===== src/rtl/cache_cm_victim.sv =====
module cache_cm_victim #(
  parameter int          NUM_SETS  = 8,
  parameter int          NUM_WAYS  = 4,
  parameter int          IDX_W     = 3,
  parameter int          WAY_W     = 2,
  parameter logic [15:0] LFSR_SEED = 16'hACE1
) (
  input  logic                clk,
  input  logic                rst_n,
  input  logic [IDX_W-1:0]    idx,
  input  logic                use_lru,
  input  logic [NUM_WAYS-1:0] valid_vec,
  input  logic                touch_en,
  input  logic [WAY_W-1:0]    touch_way,
  output logic [WAY_W-1:0]    victim_o
);

  localparam logic [WAY_W-1:0] OLDEST = WAY_W'(NUM_WAYS - 1);
  localparam logic [15:0]      TAPS   = 16'hB400;

  logic [WAY_W-1:0]    age_q [NUM_SETS][NUM_WAYS];
  logic [15:0]         lfsr_q;
  logic [NUM_WAYS-1:0] oldest_vec;
  logic                any_free;
  logic [WAY_W-1:0]    free_way, old_way, rnd_way;

  always_ff @(posedge clk) begin
    if (!rst_n) lfsr_q <= (LFSR_SEED == 16'h0) ? 16'h1 : LFSR_SEED;
    else        lfsr_q <= {1'b0, lfsr_q[15:1]} ^ (lfsr_q[0] ? TAPS : 16'h0);
  end

  always_ff @(posedge clk) begin
    if (!rst_n) begin
      for (int s = 0; s < NUM_SETS; s++)
        for (int w = 0; w < NUM_WAYS; w++)
          age_q[s][w] <= WAY_W'(w);
    end else if (touch_en) begin
      for (int w = 0; w < NUM_WAYS; w++) begin
        if (WAY_W'(w) == touch_way)
          age_q[idx][w] <= '0;
        else if (age_q[idx][w] < age_q[idx][touch_way])
          age_q[idx][w] <= age_q[idx][w] + 1'b1;
      end
    end
  end

  for (genvar w = 0; w < NUM_WAYS; w++) begin : g_old
    assign oldest_vec[w] = (age_q[idx][w] == OLDEST);
  end

  always_comb begin
    any_free = 1'b0;
    free_way = '0;
    old_way  = '0;
    for (int w = NUM_WAYS - 1; w >= 0; w--) begin
      if (!valid_vec[w]) begin
        any_free = 1'b1;
        free_way = WAY_W'(w);
      end
      if (oldest_vec[w]) old_way = WAY_W'(w);
    end
  end

  assign rnd_way  = WAY_W'(lfsr_q % 16'(NUM_WAYS));
  assign victim_o = any_free ? free_way : (use_lru ? old_way : rnd_way);


  lru_one_oldest_chk: assert property (@(posedge clk) disable iff (!rst_n)
    $countones(oldest_vec) == 1);


  lfsr_alive_chk: assert property (@(posedge clk) disable iff (!rst_n)
    lfsr_q != 16'h0);

endmodule


===== config.mk =====
export PLATFORM = sky130hd
export DESIGN_NAME = cache_cm_victim
export DESIGN_NICKNAME = d
export VERILOG_FILES = /design/src/rtl/cache_cm_victim.sv
export SDC_FILE = /design/constraint.sdc
export NUM_CORES = 1
export LEC_CHECK = 0
export BUFFER_PORTS_ARGS = -buffer_cell sky130_fd_sc_hd__buf_4
export CAP_MARGIN = 25
export CORE_MARGIN = 10
export CORE_UTILIZATION = 41
export DETAILED_ROUTE_END_ITERATION = 7
export GPL_ROUTABILITY_DRIVEN = 0
export PLACE_DENSITY_LB_ADDON = 0.3
export SLEW_MARGIN = 10
export SYNTH_ARGS = -nofsm -noshare
export SYNTH_HDL_FRONTEND = slang
export SYNTH_SLANG_ARGS = --single-unit

===== constraint.sdc =====
create_clock -name clk -period 5 [get_ports clk]
set_clock_uncertainty 0.15 [all_clocks]
set_input_delay 0.75 -clock clk [delete_from_list [all_inputs] [get_ports clk]]
set_output_delay 0.75 -clock clk [all_outputs]
set_load 0.01 [all_outputs]

==> impl_metrics.toml <==
[run_status]
status = "completed"

[placed_design]
io_buffers = 14
place_inst = 583
dpl_cell_area_um2 = 4827
dpl.hpwl_mm = 8.409
preCtsSetupSlack_ps = 339.5

[clocking]
cts_hold_buf = 0
clock-sinks = 80
numCtsBuffers = 9
cts_setup_buffers = 0
clockBufferDepth = 2
htreeDepth = 3
clk_latency_ps = 340
cts.repair.resized = 0
cts_tree = "done"
cts.clk_slew.worst_paths_ps = 60
cts-root-buf = "clkbuf_16"

[grt]
grt_max_degree = 52
grt_pass1_vias = 3658
grt_first_pass_wirelength_mm = 19.52
grt_usage = 0.1519
antenna_found_initial = 0
grt-ovfl-total = 0

[floorplan]
start_util = 0.4252
die_y_um = 126.7
io_pins = 15
die-width_um = 126.7
die_area_um2 = 16060
rows = 38
core_area_um2 = 10980

[cells_and_area]
area_growth_pct = 9.700
design_area_um2 = 5122
seqCellArea_um2 = 2242
diodes = 0
fin_nets = 475
finish.utilization = 0.4664
finalNonFillerCells = 599
fillers = 1020
multi_input_area_um2 = 2211
drive_gt1_frac = 0.1373

[sta]
whs_ps = 258.3
finalWorstSetupSlack_ps = 650.2
hold_viol = 0
fmax_ghz = 0.2299
setup_viol = 0
setup_tns_ps = 0
relSlewSlack = 0.3421
fin_crit_sh = 0.8700
maxSlewViolCount = 0
tightest_slew_ps = 976.5
rsz0062_at_grt = "false"
period_needed_ps = 4350

[run]
drv_cap = 0

[synth]
syn-mean-instance-area_um2 = 10.15
yosysSeqAreaShare = 0.4802
synth_area_um2 = 4669
synth_nets = 481
yosysTopAreaCell = "edfxtp_1"
synth_top_area_frac = 0.4116
synth_edf_count = 64
ys_warn_count = 0
ys_types = 58
synth_flop_cell = "edfxtp_1"
ys_seq_elements = 80
syn_inst = 460
synthArstFlopShare = 0
synth_area_leaders = "edfxtp_1 (41%), dfxtp_1 (6.9%), nand2_1 (4.7%)"

[critical_path]
required_ps = 4930
crit_type = "input port to flop"
critPathMaxStageDelay_ps = 550
cp_max_fo = 20
crit_path_start_kind = "input port"
cpMostUsedCell = "nor2_1"
cp.arrival_ps = 4280
cp_slowest_cell = "mux4_2"
end_kind = "flop"
path_cells = "buf_4 > and2_0 > nor2b_1 > a22o_1 > nor3_1 > mux4_2 > ha_1 > nor2_1 > o21ai_0 > nand2_1 > nor4_4 > nor2_1"

[drt]
route.detailed.drc = 0
detail-route-antenna-nets = 0
vias = 3718
wl_per_cell_um = 20.62
vias_per_cell = 6.207
drt-initial-drc-count = 367
wl_mm = 12.35
firstDrtPassIters = 5

[pwr]
power.total_mw = 1.692
ir_worst_vdd_mv = 0.1871
p_leak_nw = 1.647
power_density_nw_per_um2 = 330.3

[worst_hold_path]
holdCritPathClass = "flop to flop"
path summary, 6_finish.rpt:
check | from | end | slack, ps | cells after the start
max | idx[2] | age_q[0][5] | 650 | 12
min | lfsr_q[6] | lfsr_q[5] | 260 | 1
max reg2reg | age_q[4][7] | age_q[0][5] | 1280 | 11
min reg2reg | lfsr_q[6] | lfsr_q[5] | 260 | 1
layout by cell type, fill, tap and decap left out, drive strengths merged, types with 9 or more instances in the layout:
cell / netlist / final
nor3: 16 / 16
a22oi: 12 / 12
clkbuf: 24 / 10
nor2: 43 / 43
mux2: 14 / 14
mux2i: 9 / 9
nand3: 25 / 25
edfxtp: 64 / 64
a211oi: 16 / 16
nand2: 58 / 58
dfxtp: 16 / 16
and2: 14 / 14
nand2b: 10 / 10
inv: 11 / 16
o21ai: 32 / 32
buf: 14 / 21
registers in the layout, indices dropped and copies added (netlist names):
name,count
lfsr_q,16
age_q,64
synth_stat cells (all sizes together) (2+ instances only):
cell type	instances
a211oi	16
a21oi	7
a22o	6
a22oi	12
a31oi	2
and2	14
and3	4
buf	14
clkbuf	24
dfxtp	16
edfxtp	64
ha	8
inv	11
mux2	14
mux2i	9
mux4	4
nand2	58
nand2b	10
nand3	25
nor2	43
nor2b	8
nor3	16
nor3b	3
nor4	2
o2111ai	8
o211ai	2
o21ai	32
o221ai	8
o311ai	2
or3	3
xnor2	2
final cells by class:
cell class | count | area share
clock buffers | 10 | 0.04885
clock inverters | 6 | 0.008793
inverters | 11 | 0.008061
multi-input cells | 331 | 0.4316
flip-flops and latches | 80 | 0.4377
well taps | 140 | 0.03420
repair buffers | 21 | 0.03078
critical path, delay by kind of cell:
kind / cells / cell delay (ps)
adders and majority gates: 1 / 470
AOI/OAI and AO/OA: 2 / 490
muxes: 1 / 550
and+or+nand+nor: 7 / 1770
buffers and inverters: 1 / 260
report_power, final:
part           leakage, nW  total (mW)  switching [mW]  internal (mW)
logic                0.813       0.281           0.189         0.0914
registers            0.684       0.757         0.00887          0.748
clock network        0.150       0.654           0.282          0.372
cell families after synthesis:
kind of cell	count (synthesis)	synth area share
and+or+nand+nor	186	0.1921
AOI/OAI and AO/OA	107	0.1811
DFF	80	0.4802
buffers and inverters	49	0.04636
muxes	27	0.07315
adders and majority gates	8	0.02144
xor gates and xnor gates	3	0.005628
layer usage:
metal	vias to the layer above	track usage	share of wire
li1	1710	-	-
met1	1764	0.1918	0.42
met2	207	0.2296	0.44
met3	37	0.04082	0.095
met4	0	0.08506	0.042
met5	-	0	0
Note: power is estimated with default switching activity, not from simulation.
